--- config.mk ---
export PLATFORM = sky130hd
export DESIGN_NAME = wear_redirect
export DESIGN_NICKNAME = d
export VERILOG_FILES = /design/src/rtl/wl_pkg.sv /design/src/rtl/wl_block_store.sv /design/src/rtl/wl_min_select.sv /design/src/rtl/wear_redirect.sv
export SDC_FILE = /design/constraint.sdc
export NUM_CORES = 1
export LEC_CHECK = 0
export BUFFER_PORTS_ARGS = -buffer_cell sky130_fd_sc_hd__buf_2
export CORE_AREA = 8 8 306 308
export CTS_BUF_LIST = sky130_fd_sc_hd__clkbuf_2
export DETAILED_ROUTE_END_ITERATION = 10
export DIE_AREA = 0 0 314 316
export HOLD_SLACK_MARGIN = 0.08
export SETUP_SLACK_MARGIN = 0.3
export SLEW_MARGIN = 15
export SYNTH_ARGS = -nofsm -noshare
export SYNTH_HDL_FRONTEND = slang
export SYNTH_SLANG_ARGS = --single-unit
--- constraint.sdc ---
create_clock -name clk -period 20.9 [get_ports clk]
set_clock_uncertainty 0.05 [all_clocks]
set_input_delay 4.18 -clock clk [delete_from_list [all_inputs] [get_ports clk]]
set_output_delay 4.18 -clock clk [all_outputs]
set_load 0.01 [all_outputs]
--- src/rtl/wl_pkg.sv ---
// Shared types for the write redirection controller.
package wl_pkg;

    // Control sequence of one write request.
    typedef enum logic [3:0] {
        ST_IDLE,    // wait for a request, serve reads
        ST_LOOKUP,  // translate logical block to physical block
        ST_CHECK,   // compare the block count with the saturation level
        ST_SELECT,  // choose the least-written fresh block
        ST_MOVE_A,  // victim block -> spare block
        ST_MOVE_B,  // saturated block -> victim block
        ST_MOVE_C,  // spare block -> saturated block, commit remap
        ST_WRITE,   // store the byte, bump the count
        ST_DONE,    // accepted completion pulse
        ST_REJECT   // refused completion pulse
    } wl_state_t;

endpackage

--- src/rtl/wl_block_store.sv ---
// Behavioural storage array: NPHYS physical blocks of BLK_BYTES bytes.
// One write port and two combinational read ports (copy and host).
// Assumes BLK_BYTES is a power of two, so {block, offset} is a dense address.
module wl_block_store #(
    parameter int NPHYS     = 5,
    parameter int BLK_BYTES = 8,
    parameter int DATA_W    = 8
) (
    input  logic                         clk,
    input  logic                         rst_n,
    input  logic                         we,
    input  logic [$clog2(NPHYS)-1:0]     wblk,
    input  logic [$clog2(BLK_BYTES)-1:0] woff,
    input  logic [DATA_W-1:0]            wdata,
    input  logic [$clog2(NPHYS)-1:0]     ablk,
    input  logic [$clog2(BLK_BYTES)-1:0] aoff,
    output logic [DATA_W-1:0]            adata,
    input  logic [$clog2(NPHYS)-1:0]     bblk,
    input  logic [$clog2(BLK_BYTES)-1:0] boff,
    output logic [DATA_W-1:0]            bdata
);
    localparam int PHYS_W = $clog2(NPHYS);
    localparam int OFF_W  = $clog2(BLK_BYTES);
    localparam int AW     = PHYS_W + OFF_W;
    localparam int DEPTH  = NPHYS * BLK_BYTES;

    logic [DATA_W-1:0] mem [0:DEPTH-1];
    logic [AW-1:0]     waddr, aaddr, baddr;

    assign waddr = {wblk, woff};
    assign aaddr = {ablk, aoff};
    assign baddr = {bblk, boff};

    // Clear on reset, otherwise store one byte per cycle.
    always_ff @(posedge clk) begin
        if (!rst_n) begin
            for (int i = 0; i < DEPTH; i++) mem[i] <= '0;
        end else if (we) begin
            mem[waddr] <= wdata;
        end
    end

    // Combinational read ports.
    assign adata = mem[aaddr];
    assign bdata = mem[baddr];

endmodule

--- src/rtl/wl_min_select.sv ---
// Least-count search over the user blocks. A block is eligible when it is not
// the excluded block and its count is below the limit. Ties go to the lowest
// index. Purely combinational.
module wl_min_select #(
    parameter int NBLK  = 4,
    parameter int CNT_W = 10
) (
    input  logic [NBLK*CNT_W-1:0]   cnt_flat,
    input  logic [$clog2(NBLK)-1:0] excl,
    input  logic [CNT_W-1:0]        limit,
    output logic                    found,
    output logic [$clog2(NBLK)-1:0] pick
);
    localparam int BLK_W = $clog2(NBLK);

    logic [NBLK-1:0]  elig;
    logic [CNT_W-1:0] best;

    // Eligibility flag per block.
    for (genvar g = 0; g < NBLK; g++) begin : g_elig
        assign elig[g] = (BLK_W'(g) != excl) && (cnt_flat[g*CNT_W +: CNT_W] < limit);
    end

    // Scan low to high, a strict compare keeps the lowest index on ties.
    always_comb begin
        found = 1'b0;
        pick  = '0;
        best  = '0;
        for (int i = 0; i < NBLK; i++) begin
            if (elig[i] && (!found || cnt_flat[i*CNT_W +: CNT_W] < best)) begin
                found = 1'b1;
                pick  = BLK_W'(i);
                best  = cnt_flat[i*CNT_W +: CNT_W];
            end
        end
    end

endmodule

--- src/rtl/wear_redirect.sv ---
// Threshold-based write redirection controller. Translates logical blocks to
// physical blocks, counts host writes per block, and when a block's count has
// reached sat_level exchanges it with the least-written fresh block through a
// spare block before completing the write. Assumes NBLK and BLK_BYTES are
// powers of two and sat_level is held stable while busy.
module wear_redirect #(
    parameter int NBLK       = 4,
    parameter int PAGES      = 2,
    parameter int PAGE_BYTES = 4,
    parameter int DATA_W     = 8,
    parameter int ADDR_W     = 25,
    parameter int CNT_W      = 10
) (
    input  logic                                clk,
    input  logic                                rst_n,
    input  logic [CNT_W-1:0]                    sat_level,
    input  logic                                wr_req,
    input  logic [ADDR_W-1:0]                   wr_addr,
    input  logic [DATA_W-1:0]                   wr_data,
    input  logic                                rd_req,
    input  logic [ADDR_W-1:0]                   rd_addr,
    output logic [DATA_W-1:0]                   rd_data,
    output logic                                rd_valid,
    output logic                                busy,
    output logic                                wr_done,
    output logic                                wr_full,
    input  logic [$clog2(NBLK)-1:0]             cnt_sel,
    output logic [2*$clog2(NBLK)+CNT_W-1:0]     cnt_word
);
    import wl_pkg::*;

    localparam int BLK_BYTES = PAGES * PAGE_BYTES;
    localparam int OFF_W     = $clog2(BLK_BYTES);
    localparam int BLK_W     = $clog2(NBLK);
    localparam int NPHYS     = NBLK + 1;
    localparam int PHYS_W    = $clog2(NPHYS);
    localparam int HI_LSB    = OFF_W + BLK_W;
    localparam logic [PHYS_W-1:0] SPARE = PHYS_W'(NBLK);
    localparam logic [OFF_W-1:0]  LAST  = OFF_W'(BLK_BYTES - 1);

    wl_state_t         state;
    logic [BLK_W-1:0]  lblk_r, phys_r, vict_r;
    logic [OFF_W-1:0]  off_r, idx;
    logic [DATA_W-1:0] data_r;
    logic [BLK_W-1:0]  map_t   [NBLK];
    logic [BLK_W-1:0]  owner_t [NBLK];
    logic [BLK_W-1:0]  link_t  [NBLK];
    logic [CNT_W-1:0]  cnt     [NBLK];
    logic [NBLK*CNT_W-1:0] cnt_flat;

    logic              sel_found;
    logic [BLK_W-1:0]  sel_pick;
    logic              st_we;
    logic [PHYS_W-1:0] st_wblk, cp_blk, hr_blk;
    logic [OFF_W-1:0]  st_woff;
    logic [DATA_W-1:0] st_wdata, cp_data, hr_data;
    logic [BLK_W-1:0]  rd_lblk;
    logic              unused_addr_hi;

    // Upper address bits are outside the decoded range.
    assign unused_addr_hi = ^{wr_addr[ADDR_W-1:HI_LSB], rd_addr[ADDR_W-1:HI_LSB]};

    // Flatten the counters for the search and the checker.
    for (genvar g = 0; g < NBLK; g++) begin : g_flat
        assign cnt_flat[g*CNT_W +: CNT_W] = cnt[g];
    end

    wl_min_select #(.NBLK(NBLK), .CNT_W(CNT_W)) u_sel (
        .cnt_flat (cnt_flat),
        .excl     (phys_r),
        .limit    (sat_level),
        .found    (sel_found),
        .pick     (sel_pick)
    );

    // Host read path goes through the mapping table.
    assign rd_lblk = rd_addr[OFF_W +: BLK_W];
    assign hr_blk  = PHYS_W'(map_t[rd_lblk]);

    wl_block_store #(.NPHYS(NPHYS), .BLK_BYTES(BLK_BYTES), .DATA_W(DATA_W)) u_store (
        .clk   (clk),
        .rst_n (rst_n),
        .we    (st_we),
        .wblk  (st_wblk),
        .woff  (st_woff),
        .wdata (st_wdata),
        .ablk  (cp_blk),
        .aoff  (idx),
        .adata (cp_data),
        .bblk  (hr_blk),
        .boff  (rd_addr[OFF_W-1:0]),
        .bdata (hr_data)
    );

    // Steer the storage write port for the copy phases and the host write.
    always_comb begin
        st_we    = 1'b0;
        st_wblk  = PHYS_W'(phys_r);
        st_woff  = idx;
        st_wdata = cp_data;
        cp_blk   = PHYS_W'(vict_r);
        case (state)
            ST_MOVE_A: begin
                st_we   = 1'b1;
                st_wblk = SPARE;
                cp_blk  = PHYS_W'(vict_r);
            end
            ST_MOVE_B: begin
                st_we   = 1'b1;
                st_wblk = PHYS_W'(vict_r);
                cp_blk  = PHYS_W'(phys_r);
            end
            ST_MOVE_C: begin
                st_we   = 1'b1;
                st_wblk = PHYS_W'(phys_r);
                cp_blk  = SPARE;
            end
            ST_WRITE: begin
                st_we    = 1'b1;
                st_woff  = off_r;
                st_wdata = data_r;
            end
            default: ;
        endcase
    end

    // Control sequence, table, counters and read response.
    always_ff @(posedge clk) begin
        if (!rst_n) begin
            state    <= ST_IDLE;
            lblk_r   <= '0;
            phys_r   <= '0;
            vict_r   <= '0;
            off_r    <= '0;
            idx      <= '0;
            data_r   <= '0;
            rd_valid <= 1'b0;
            rd_data  <= '0;
            for (int i = 0; i < NBLK; i++) begin
                map_t[i]   <= BLK_W'(i);
                owner_t[i] <= BLK_W'(i);
                link_t[i]  <= BLK_W'(i);
                cnt[i]     <= '0;
            end
        end else begin
            rd_valid <= 1'b0;
            case (state)
                ST_IDLE: begin
                    if (wr_req) begin
                        lblk_r <= wr_addr[OFF_W +: BLK_W];
                        off_r  <= wr_addr[OFF_W-1:0];
                        data_r <= wr_data;
                        state  <= ST_LOOKUP;
                    end else if (rd_req) begin
                        rd_valid <= 1'b1;
                        rd_data  <= hr_data;
                    end
                end
                ST_LOOKUP: begin
                    phys_r <= map_t[lblk_r];
                    state  <= ST_CHECK;
                end
                ST_CHECK: begin
                    state <= (cnt[phys_r] < sat_level) ? ST_WRITE : ST_SELECT;
                end
                ST_SELECT: begin
                    idx <= '0;
                    if (sel_found) begin
                        vict_r <= sel_pick;
                        state  <= ST_MOVE_A;
                    end else begin
                        state  <= ST_REJECT;
                    end
                end
                ST_MOVE_A: begin
                    idx <= idx + 1'b1;
                    if (idx == LAST) state <= ST_MOVE_B;
                end
                ST_MOVE_B: begin
                    idx <= idx + 1'b1;
                    if (idx == LAST) state <= ST_MOVE_C;
                end
                ST_MOVE_C: begin
                    idx <= idx + 1'b1;
                    if (idx == LAST) begin
                        map_t[lblk_r]          <= vict_r;
                        map_t[owner_t[vict_r]] <= phys_r;
                        owner_t[vict_r]        <= lblk_r;
                        owner_t[phys_r]        <= owner_t[vict_r];
                        link_t[phys_r]         <= vict_r;
                        phys_r                 <= vict_r;
                        state                  <= ST_WRITE;
                    end
                end
                ST_WRITE: begin
                    cnt[phys_r] <= cnt[phys_r] + 1'b1;
                    state       <= ST_DONE;
                end
                default: state <= ST_IDLE;
            endcase
        end
    end

    // Status outputs and the selected counter word.
    assign busy     = (state != ST_IDLE);
    assign wr_done  = (state == ST_DONE);
    assign wr_full  = (state == ST_REJECT);
    assign cnt_word = {owner_t[cnt_sel], cnt[cnt_sel], link_t[cnt_sel]};

endmodule

# Word level (Yosys, flattened, before mapping)

Memory sizes are Yosys's and may differ from the RTL's. A register that Yosys moved wholly into a read port is not among the register bits.
Index checks and enable logic that the tools add are counted.

Output and inout bits: 26
Bits in registers: 25
Bits of input ports: 74
Bits in writable memories: 384
Memories kept: 5

Bitwise gates (word level): 3
Multiplexer cells: 64
Reductions and logical operators: 34
Order comparisons: 8
Add/sub/neg operators: 2
Equal/unequal tests: 17

Memory list:

| memory      | depth | width | rd ports | clocked after Yosys merged registers in | wr ports | line                 | text |
|---|---|---|---|---|---|---|---|
| u_store.mem | 40    | 8     | 2        | 1                                       | 40       | wl_block_store.sv:27 | `logic [DATA_W-1:0] mem [0:DEPTH-1];` |
| cnt         | 4     | 10    | 6        | 1                                       | 4        | wear_redirect.sv:48  | `logic [CNT_W-1:0] cnt [NBLK];` |
| link_t      | 4     | 2     | 1        | 0                                       | 4        | wear_redirect.sv:47  | `logic [BLK_W-1:0] link_t [NBLK];` |
| map_t       | 4     | 2     | 2        | 1                                       | 4        | wear_redirect.sv:45  | `logic [BLK_W-1:0] map_t [NBLK];` |
| owner_t     | 4     | 2     | 2        | 1                                       | 4        | wear_redirect.sv:46  | `logic [BLK_W-1:0] owner_t [NBLK];` |

Operator list:

| operator              | count |
|---|---|
| $lt 10x10->1          | 8 |
| $mux 10               | 4 |
| $mux 2                | 20 |
| $pmux 4 s8            | 1 |
| $mux 1                | 25 |
| $mux 4                | 5 |
| $pmux 3 s2            | 3 |
| $eq 4x3->1 const B    | 4 |
| $mux 8                | 2 |
| $add 10x1->10 const B | 1 |
| $reduce_or 10->1      | 1 |
| $reduce_or 2->1       | 5 |
| $eq 4x2->1 const B    | 2 |
| $eq 4x4->1 const B    | 2 |
| $ne 2x2->1 const B    | 4 |
| $reduce_or 8->1       | 1 |
| $logic_and 1x1->1     | 7 |
| $mux 3                | 2 |
| $mux 6                | 1 |
| $reduce_and 2->1      | 3 |
| $reduce_bool 2->1     | 3 |
| $reduce_or 3->1       | 2 |
| $eq 4x1->1 const B    | 1 |
| $logic_not 1->1       | 4 |
| 12 further kinds      | 17 |

# Longest topological paths before layout

Gate-level depths: netlist of the first run.
An unclocked memory read counts as a cell.

Word-level depth: 19
Gate-level depth with buffers: 36
Gate-level depth less buffers: 33

# Hierarchy

A second synthesis of the first run with hierarchy kept.

Cells, all modules: 2398
Area total of the unflattened synthesis: 33916.3 um2

Modules (own cells, without submodules):

| module         | times used | area an instance (um2) | seq. area each (um2) | cells an instance |
|---|---|---|---|---|
| wl_block_store | 1          | 26575.5                | 15374.7              | 1656 |
| wear_redirect  | 1          | 5506.5                 | 2702.6               | 498 |
| wl_min_select  | 1          | 1834.3                 | 0.0                  | 244 |

# Worst setup path before layout of the first run

Ideal clock, no wire load.

Kind: input-to-reg
From: in sat_level[3]
To: reg (tool-made name)
Path buffers: 3
Arrival: 10.923 ns
Stages: 34
Slack: 9.845 ns
Setup time: 0.082 ns
Cells stage by stage: inv_1 -> ha_1 -> a211o_1 -> a21oi_1 -> o21ai_0 -> a2111oi_4 -> clkbuf_1 -> nand2_1 -> ha_1 -> or4_1 -> o221ai_1 -> a211oi_1 -> a21oi_1 -> clkbuf_1 -> a21oi_1 -> ha_1 -> nand4_1 -> nor3_1 -> and2_1 -> o21ai_0 -> a211o_1 -> nand4_1 -> clkbuf_1 -> nor2_1 -> a21o_1 -> ha_1 -> a21o_1 -> a21o_1 -> a211oi_1 -> o21ai_0 -> o211ai_1 -> o2bb2ai_1 -> o311ai_1 -> o22ai_1

RTL lines:

| item               | line                | text |
|---|---|---|
| start: declaration | wear_redirect.sv:16 | `input logic [CNT_W-1:0] sat_level,` |

# Final worst setup path of the first run

From: in sat_level[3]
To: reg vict_r[0]

Word-level cells in the longest chain between the ends: 16
Elaborated cells on any way between the ends: 31
Classes of those cells: order compare (7); mux (10); reduce/logical (14)

Ends and longest elaborated chain:

| item                                            | line                 | text |
|---|---|---|
| $lt 10x10->1                                    | wl_min_select.sv:21  | `assign elig[g] = (BLK_W'(g) != excl) && (cnt_flat[g*CNT_W +: CNT_W] < limit);` |
| $logic_and 1x1->1                               | wl_min_select.sv:21  |  |
| $mux 10 or $mux 1 (tied branches)               | wl_min_select.sv:30  | `if (elig[i] && (!found \|\| cnt_flat[i*CNT_W +: CNT_W] < best)) begin` |
| $lt 10x10->1 or $logic_not 1->1 (tied branches) | wl_min_select.sv:30  |  |
| $logic_or 1x1->1                                | wl_min_select.sv:30  |  |
| $logic_and 1x1->1                               | wl_min_select.sv:30  |  |
| $mux 10 or $mux 1 (tied branches)               | wl_min_select.sv:30  |  |
| $lt 10x10->1 or $logic_not 1->1 (tied branches) | wl_min_select.sv:30  |  |
| $logic_or 1x1->1                                | wl_min_select.sv:30  |  |
| $logic_and 1x1->1                               | wl_min_select.sv:30  |  |
| $mux 10 or $mux 1 (tied branches)               | wl_min_select.sv:30  |  |
| $lt 10x10->1 or $logic_not 1->1 (tied branches) | wl_min_select.sv:30  |  |
| $logic_or 1x1->1                                | wl_min_select.sv:30  |  |
| $logic_and 1x1->1                               | wl_min_select.sv:30  |  |
| $mux 1                                          | wl_min_select.sv:30  |  |
| $reduce_and 2->1 (no source line)               | -                    |  |
| end signal: assignment                          | wear_redirect.sv:169 | `vict_r <= sel_pick;` |
| end: declaration                                | wear_redirect.sv:42  | `logic [BLK_W-1:0] lblk_r, phys_r, vict_r;` |

Parallel ways exist; a longest one is shown, timed or not.
A chain may end at the register's enable or synchronous reset.

==> results of run 1 <==
-- worst min-delay path, delay by kind of cell (launching register included) --
| family | cells | cell delay, ps |
|---|---|---|
| flops | 1 | 330 |
| simple gates | 1 | 50 |
| compound gates | 1 | 50 |
-- layout make-up --
class,instances,share of cell area [%]
antenna,4,0.0340
clock buffer,188,3.20
clock inverter,26,0.485
inverter,31,0.396
multi-input combinational,1293,40.1
sequential,487,48.4
tap,1176,5.00
timing repair buffer,108,2.40
-- cell usage after synthesis (5+ instances only) --
cell type	number	area [um2]
sky130_fd_sc_hd__a21o_1	23	173
sky130_fd_sc_hd__buf_1	11	41.3
sky130_fd_sc_hd__ha_1	75	938
sky130_fd_sc_hd__clkbuf_2	23	115
sky130_fd_sc_hd__a211oi_1	19	143
sky130_fd_sc_hd__a22oi_1	7	52.6
sky130_fd_sc_hd__and2_1	254	1590
sky130_fd_sc_hd__nand4_1	11	68.8
sky130_fd_sc_hd__a21boi_0	5	37.5
sky130_fd_sc_hd__buf_6	5	56.3
sky130_fd_sc_hd__buf_2	21	105
sky130_fd_sc_hd__edfxtp_1	448	13500
sky130_fd_sc_hd__dfxtp_1	39	781
sky130_fd_sc_hd__nand2_1	116	435
sky130_fd_sc_hd__mux4_2	230	5180
sky130_fd_sc_hd__nand2b_1	17	106
sky130_fd_sc_hd__nor3_1	17	85.1
sky130_fd_sc_hd__o21ai_0	64	320
sky130_fd_sc_hd__nor2b_1	14	87.6
sky130_fd_sc_hd__mux2i_1	20	200
sky130_fd_sc_hd__clkbuf_1	82	308
sky130_fd_sc_hd__inv_1	30	113
sky130_fd_sc_hd__a21oi_1	46	230
sky130_fd_sc_hd__nor2_1	131	492
sky130_fd_sc_hd__and3_1	82	513
sky130_fd_sc_hd__a21oi_2	8	70.1
sky130_fd_sc_hd__nand3_1	15	75.1
sky130_fd_sc_hd__o21a_1	6	45.0
-- state kept, by name, indices dropped and copies added, names as in the netlist, named ones only --
| signal | cells |
|---|---|
| owner_t | 8 |
| lblk_r | 2 |
| u_store.mem | 384 |
| idx | 3 |
| rd_data | 8 |
| map_t | 8 |
| link_t | 8 |
| cnt | 40 |
| vict_r | 2 |
| rd_valid | 1 |
| off_r | 3 |
| phys_r | 2 |
| data_r | 8 |
| state | 4 |
-- metal layers --
layer	GRT usage, %	part of all wire, %	vias to the layer above
met5	0	0.016	-
met4	5.09	2.7	2
met3	2.81	8.1	132
met2	25.2	49	791
met1	19.1	40	8802
li1	-	-	7602
-- logic make-up after synthesis --
family	after synthesis	share of synthesized area, %
mux	252	20.4
compound gates	221	5.57
xor+xnor	8	0.265
buf+inv	173	2.81
simple gates	673	13.5
fa+ha+maj	75	3.55
flops	487	53.8
other cells	1	0.0142
-- per-stage QoR --
stage | setup WS [ps] | cells | util, %
floorplan | 9840 | 1953 | -
global placement | 8220 | 3093 | 31.7
detailed placement | 8070 | 3093 | 31.7
CTS | 9390 | 3307 | 33.0
global route | 8460 | 3311 | 33.0
finish | 9200 | 3313 | 33.0
-- worst max-delay path by stage --
stage	depth (start not counted)	startpoint	end
global placement	32	sat_level[3]	register
detailed placement	32	sat_level[3]	vict_r[0]
floorplan	34	sat_level[3]	register
global route	34	sat_level[3]	vict_r[0]
finish	32	sat_level[3]	vict_r[0]
CTS	32	sat_level[3]	vict_r[0]
-- power by group through the flow --
stage / clock network (mW) / registers, mW / logic [mW]
6_report: 0.641 / 1.21 / 0.600
5_1_grt: 0.703 / 1.22 / 0.642
4_1_cts: 0.658 / 1.21 / 0.593
3_5_place_dp: 0 / 1.23 / 0.591
3_3_place_gp: 0 / 1.22 / 0.578
2_1_floorplan: 0 / 1.18 / 0.418
==> out/summary.log, run 1 <==
qor: run_status.outcome finished, final reports clean
qor: synth.yosysWarningCount 0
qor: pwr.totalPowerFinal 2.45 mW
qor: placement.hpwl 51.3 mm
qor: detailed_routing.postRouteAntennaNets 0
qor: sta.tightest_slew 1080 ps
qor: global_routing.grt_max_degree 65
qor: floorplan.die_y 316 um
qor: worst_setup_path.launching_point_of_the_worst_reg2reg_path cnt[0][3]
qor: synth.synth.lib_cells_used.distinct 67
qor: floorplan.design.die.area 0.0992 mm2
qor: detailed_routing.drt_iter0_drc 1,664
qor: global_routing.grt_overflow_total 0
qor: worst_setup_path.crit_family compound AO/OA/AOI/OAI gates
qor: pwr.power.switching 822 uW
qor: floorplan.floorplan_core_area 0.0890 mm2
qor: hold_path.hold_depth 2
qor: detailed_routing.vias 17,300
qor: global_routing.first_global_vias 17,800
qor: pwr.p_int 1.62 mW
qor: final_layout.area_delta_synth_final 11.2%
qor: detailed_routing.finalWirelength 75.1 mm
qor: worst_setup_path.r2r-end vict_r[0]
qor: synth.avgSynthCellArea 14.0 um2
qor: pwr.power.share.sequential 49.3%
qor: sta.finalSetupTns 0 ps
qor: floorplan.io_pins 100
qor: worst_setup_path.r2r.worst_path.cells 30
qor: worst_setup_path.regToRegSetupSlack 11,980 ps
qor: clocking.tritoncts.num_buffers 119
qor: sta.slew-limit-headroom 27.4%
qor: clocking.clkLatencyLatePin 1220 ps
qor: sta.worst_hold_slack 420 ps
qor: clocking.clk_pin_slew 120 ps
qor: floorplan.floorplan.initialDensity 29.7%
qor: worst_setup_path.critical_path.max_stage_delay 990 ps
qor: placement.place_congestion 0.866
qor: final_layout.multi_input_comb_area 0.0118 mm2
qor: detailed_routing.dr.pass1.iters 6
qor: sta.final-setup-viol-count 0
qor: sta.slew_violations 0
qor: detailed_routing.routed_via_density 5.23
qor: sta.finalHoldViolCount 0
qor: clocking.postCtsHoldBufs 0
qor: final_layout.n_fill_cell 8,735
qor: worst_setup_path.startpoint_type input pin
qor: final_layout.most_common_library_cell_in_the_layout_ignoring_fill_and_taps sky130_fd_sc_hd__edfxtp_1
qor: global_routing.track_usage 14.9%
qor: final_layout.final_cell_area_excluding_filler_cells 0.0294 mm2
qor: placement.postPlaceCellArea 0.0283 mm2
qor: detailed_routing.avgRoutedWirePerCell 22.7 um
qor: job.timing.max_cap.violations 0
qor: hold_path.path_class_of_the_lowest_slack_min_delay_path reg -> reg
qor: worst_setup_path.critical_path.n_buffers_inverters 3
qor: final_layout.layout.cells.most_common_list sky130_fd_sc_hd__edfxtp_1, sky130_fd_sc_hd__and2_1, sky130_fd_sc_hd__mux4_2
qor: synth.syn-instance-count 1,890
qor: worst_setup_path.path_class in -> reg
qor: detailed_routing.drc 0
qor: clocking.tritoncts_clock_tree done
qor: pwr.cellPowerDensity 83.2 mW/mm2
qor: placement.buffer_ports.inserted 59
qor: final_layout.final_nets 2,189
qor: pwr.combinationalPowerShare 24.5%
qor: floorplan.die_w 314 um
qor: global_routing.antenna_found_initial 5
qor: synth.ys_seq_area_share 53.8%
qor: clocking.cts_setup_buffers 0
qor: synth.yosys_register_bits 487
qor: clocking.ctsHtreeMaxLevel 3
qor: worst_setup_path.crit_path_max_fanout 21
qor: synth.synth-main-ff-cell sky130_fd_sc_hd__edfxtp_1
qor: worst_setup_path.slowest_stage sky130_fd_sc_hd__a2111oi_4
qor: pwr.worst_ir_drop_vdd 36.2 uV
qor: synth.synth_edf_count 448
qor: final_layout.layout.area.seq 0.0142 mm2
qor: clocking.cts.repair.resized 0
qor: sta.final.period_utilization 56.0%
qor: pwr.clockPowerShare 26.2%
qor: pwr.power.share.switching 33.6%
qor: sta.maxClockFrequency 0.0854 GHz
qor: final_layout.share_of_cells_above_drive_strength_1 26.6%
qor: clocking.clock-sinks 487
qor: worst_setup_path.setup.worst_path.end_class register
qor: hold_path.hold_path_startpoint data_r[7]
qor: hold_path.timing.hold.worst_endpoint data_r[7]
qor: worst_setup_path.crit_required 21,990 ps
qor: floorplan.rows 110
qor: clocking.clockRootBuffer sky130_fd_sc_hd__clkbuf_2
qor: clocking.cts-root-to-sink-buffers 3
qor: synth.synth-async-reset-ratio 0%
qor: pwr.total_leakage_power 10.9 nW
qor: sta.period_needed 11,700 ps
qor: sta.grt_setup_unrepaired no
qor: synth.cell_area_after_synthesis 0.0264 mm2
qor: global_routing.grt_pass1_wl 112 mm
qor: worst_setup_path.critPathArrivalTime 12,800 ps
Note: power is estimated with default switching activity, not from simulation.
==> run 2: changes to the inputs <==
==> constraint.sdc (replaced) <==
create_clock -name clk -period 11.55 [get_ports clk]
set_clock_uncertainty 0.05 [all_clocks]
set_input_delay 2.31 -clock clk [delete_from_list [all_inputs] [get_ports clk]]
set_output_delay 2.31 -clock clk [all_outputs]
set_load 0.01 [all_outputs]
==> run 2 against run 1 <==
Clock-buffer cell count unchanged. Clock power grew 86%. Register-to-register slack got worse by 8300 ps. Total power grew 83%. Non-clock buffer count is 8 higher. Critical path type unchanged.
==> out/summary.log, run 2 (same netlist as run 1, synthesis figures left out) <==
qor: run_status.outcome finished, final reports clean
qor: final_layout.layout.cells.most_common_list sky130_fd_sc_hd__edfxtp_1, sky130_fd_sc_hd__and2_1, sky130_fd_sc_hd__mux4_2
qor: sta.finalSetupTns 0 ps [unchanged]
qor: clocking.clkLatencyLatePin 1200 ps [-20 ps]
qor: worst_setup_path.crit_required 12,620 ps [-9370 ps]
qor: placement.place_congestion 0.851 [-1.7%]
qor: pwr.power.share.sequential 48.7% [-0.6 points]
qor: pwr.totalPowerFinal 4.47 mW [+83%]
qor: pwr.power.switching 1.50 mW [+82%]
qor: sta.grt_setup_unrepaired no
qor: final_layout.layout.area.seq 0.0142 mm2 [unchanged]
qor: global_routing.grt_pass1_wl 112 mm [about the same]
qor: final_layout.largestRegisters u_store.mem (384), cnt (40)
qor: clocking.cts-root-to-sink-buffers 3 [unchanged]
qor: detailed_routing.avgRoutedWirePerCell 22.5 um [-0.82%]
qor: sta.timing.final.ws_setup 2740 ps [-6460 ps]
qor: global_routing.grt_overflow_total 0 [unchanged]
qor: detailed_routing.drt_iter0_drc 1,814 [+9.0%]
qor: pwr.p_int 2.97 mW [+83%]
qor: placement.hpwl 51.4 mm [+0.24%]
qor: pwr.power.share.switching 33.6% [-0.036 points]
qor: clocking.cts_setup_buffers 0 [unchanged]
qor: pwr.cellPowerDensity 151 mW/mm2 [+82%]
qor: sta.slew_violations 0 [unchanged]
qor: final_layout.final-instance-count-excl-fill 3,332 [+0.57%]
qor: worst_setup_path.critical_path.max_stage_delay 700 ps [-290 ps]
qor: clocking.clock-sinks 487 [unchanged]
qor: pwr.total_leakage_power 11.0 nW [+0.54%]
qor: final_layout.most_common_library_cell_in_the_layout_ignoring_fill_and_taps sky130_fd_sc_hd__edfxtp_1
qor: global_routing.antenna_found_initial 7 [+2]
qor: sta.final.period_utilization 76.3%
qor: clocking.postCtsHoldBufs 0 [unchanged]
qor: detailed_routing.routed_via_density 5.19 [-0.68%]
qor: final_layout.largest_register_ffs 384 [unchanged]
qor: floorplan.floorplan.initialDensity 29.7% [unchanged]
qor: clocking.ctsHtreeMaxLevel 3 [unchanged]
qor: global_routing.first_global_vias 17,800 [+0.079%]
qor: sta.tightest_slew 1100 ps [+18.5 ps]
qor: placement.postPlaceCellArea 0.0283 mm2 [+0.21%]
qor: final_layout.area_delta_synth_final 11.7%
qor: final_layout.final_cell_area_excluding_filler_cells 0.0295 mm2 [+0.42%]
qor: final_layout.multi_input_comb_area 0.0118 mm2 [unchanged]
qor: placement.number_of_placed_instances_taps_included 3,101 [+0.26%]
qor: worst_setup_path.startpoint_type input pin
qor: worst_setup_path.path_class in -> reg
qor: sta.finalHoldViolCount 0 [unchanged]
qor: clocking.tritoncts_clock_tree done
qor: clocking.clk_pin_slew 120 ps [about the same]
qor: global_routing.grt_max_degree 65 [unchanged]
qor: clocking.tritoncts.num_buffers 120 [+0.84%]
qor: floorplan.die_y 316 um [unchanged]
qor: pwr.combinationalPowerShare 24.6% [about the same]
qor: pwr.clockPowerShare 26.7% [+0.5 points]
qor: clocking.clockRootBuffer sky130_fd_sc_hd__clkbuf_2
qor: job.timing.max_cap.violations 0 [unchanged]
qor: floorplan.floorplan_core_area 0.0890 mm2 [unchanged]
qor: floorplan.rows 110 [unchanged]
qor: sta.period_needed 8810 ps
qor: detailed_routing.dr.pass1.iters 5 [-1]
qor: detailed_routing.drc 0 [unchanged]
qor: final_layout.largest_register u_store.mem
qor: global_routing.track_usage 14.9% [-0.033 points]
qor: detailed_routing.vias 17,300 [-0.12%]
qor: sta.final-setup-viol-count 0 [unchanged]
qor: detailed_routing.postRouteAntennaNets 0 [unchanged]
qor: clocking.cts.repair.resized 0 [unchanged]
qor: final_layout.final_nets 2,198 [+0.41%]
qor: detailed_routing.finalWirelength 74.9 mm [-0.25%]
qor: worst_setup_path.critPathArrivalTime 9880 ps [-2920 ps]
qor: floorplan.io_pins 100 [unchanged]
qor: final_layout.share_of_cells_above_drive_strength_1 26.7% [+0.10 points]
qor: placement.place_worst_setup_slack 1650 ps [-6420 ps]
qor: sta.slew-limit-headroom 26.2% [-1.2 points]
qor: worst_setup_path.slowest_stage sky130_fd_sc_hd__a211oi_1
qor: placement.buffer_ports.inserted 59 [unchanged]
qor: worst_setup_path.crit_path_max_fanout 18 [-14%]
qor: final_layout.n_fill_cell 8,673 [-0.71%]
qor: hold_path.path_class_of_the_lowest_slack_min_delay_path reg -> reg
qor: worst_setup_path.setup.worst_path.end_class register
qor: pwr.worst_ir_drop_vdd 86.8 uV [+140%]
qor: floorplan.design.die.area 0.0992 mm2 [unchanged]
qor: sta.maxClockFrequency 0.114 GHz
qor: floorplan.die_w 314 um [unchanged]
## run 2: path summary, 6_finish.rpt
kind,startpoint,to,slack [ps],depth (start not counted)
worst min register to register,data_r[7],data_r[7],440,2
worst max register to register,cnt[0][3],register,3660,32
worst min-delay path,data_r[7],data_r[7],440,2
worst max-delay path,sat_level[3],register,2740,34
## run 2: final cells by class
class / count / share of cell area (%)
sequential: 487 / 48.2
clock inverter: 36 / 0.691
clock buffer: 188 / 3.19
antenna: 5 / 0.0424
tap: 1176 / 4.98
inverter: 31 / 0.394
timing repair buffer: 116 / 2.59
multi-input combinational: 1293 / 39.9
## run 2: stage by stage
step                      hold WS (ps)  util [%]
after floorplan                    382         -
after global placement             423      31.8
after detailed placement           428      31.8
after CTS                          442      33.1
after global routing               459      33.2
final                              438      33.2
## run 2: per-layer routing
layer  routed length [um]  track usage, %
met4                 2400            5.59
met3                 5790            2.59
met5                   12               0
met1                29700            18.9
met2                37000            25.2
## run 2: power by group through the flow
stage	logic (mW)	registers (mW)	clock network, mW
after global placement	1.06	2.20	0
after global routing	1.18	2.19	1.31
final	1.10	2.17	1.19
after detailed placement	1.08	2.22	0
after floorplan	0.756	2.14	0
after CTS	1.09	2.18	1.23
## run 2: critical path, delay by kind of cell
| kind | cells | cell delay, ps |
|---|---|---|
| simple gates | 4 | 560 |
| compound gates | 22 | 4960 |
| buf+inv | 4 | 810 |
| fa+ha+maj | 4 | 1200 |
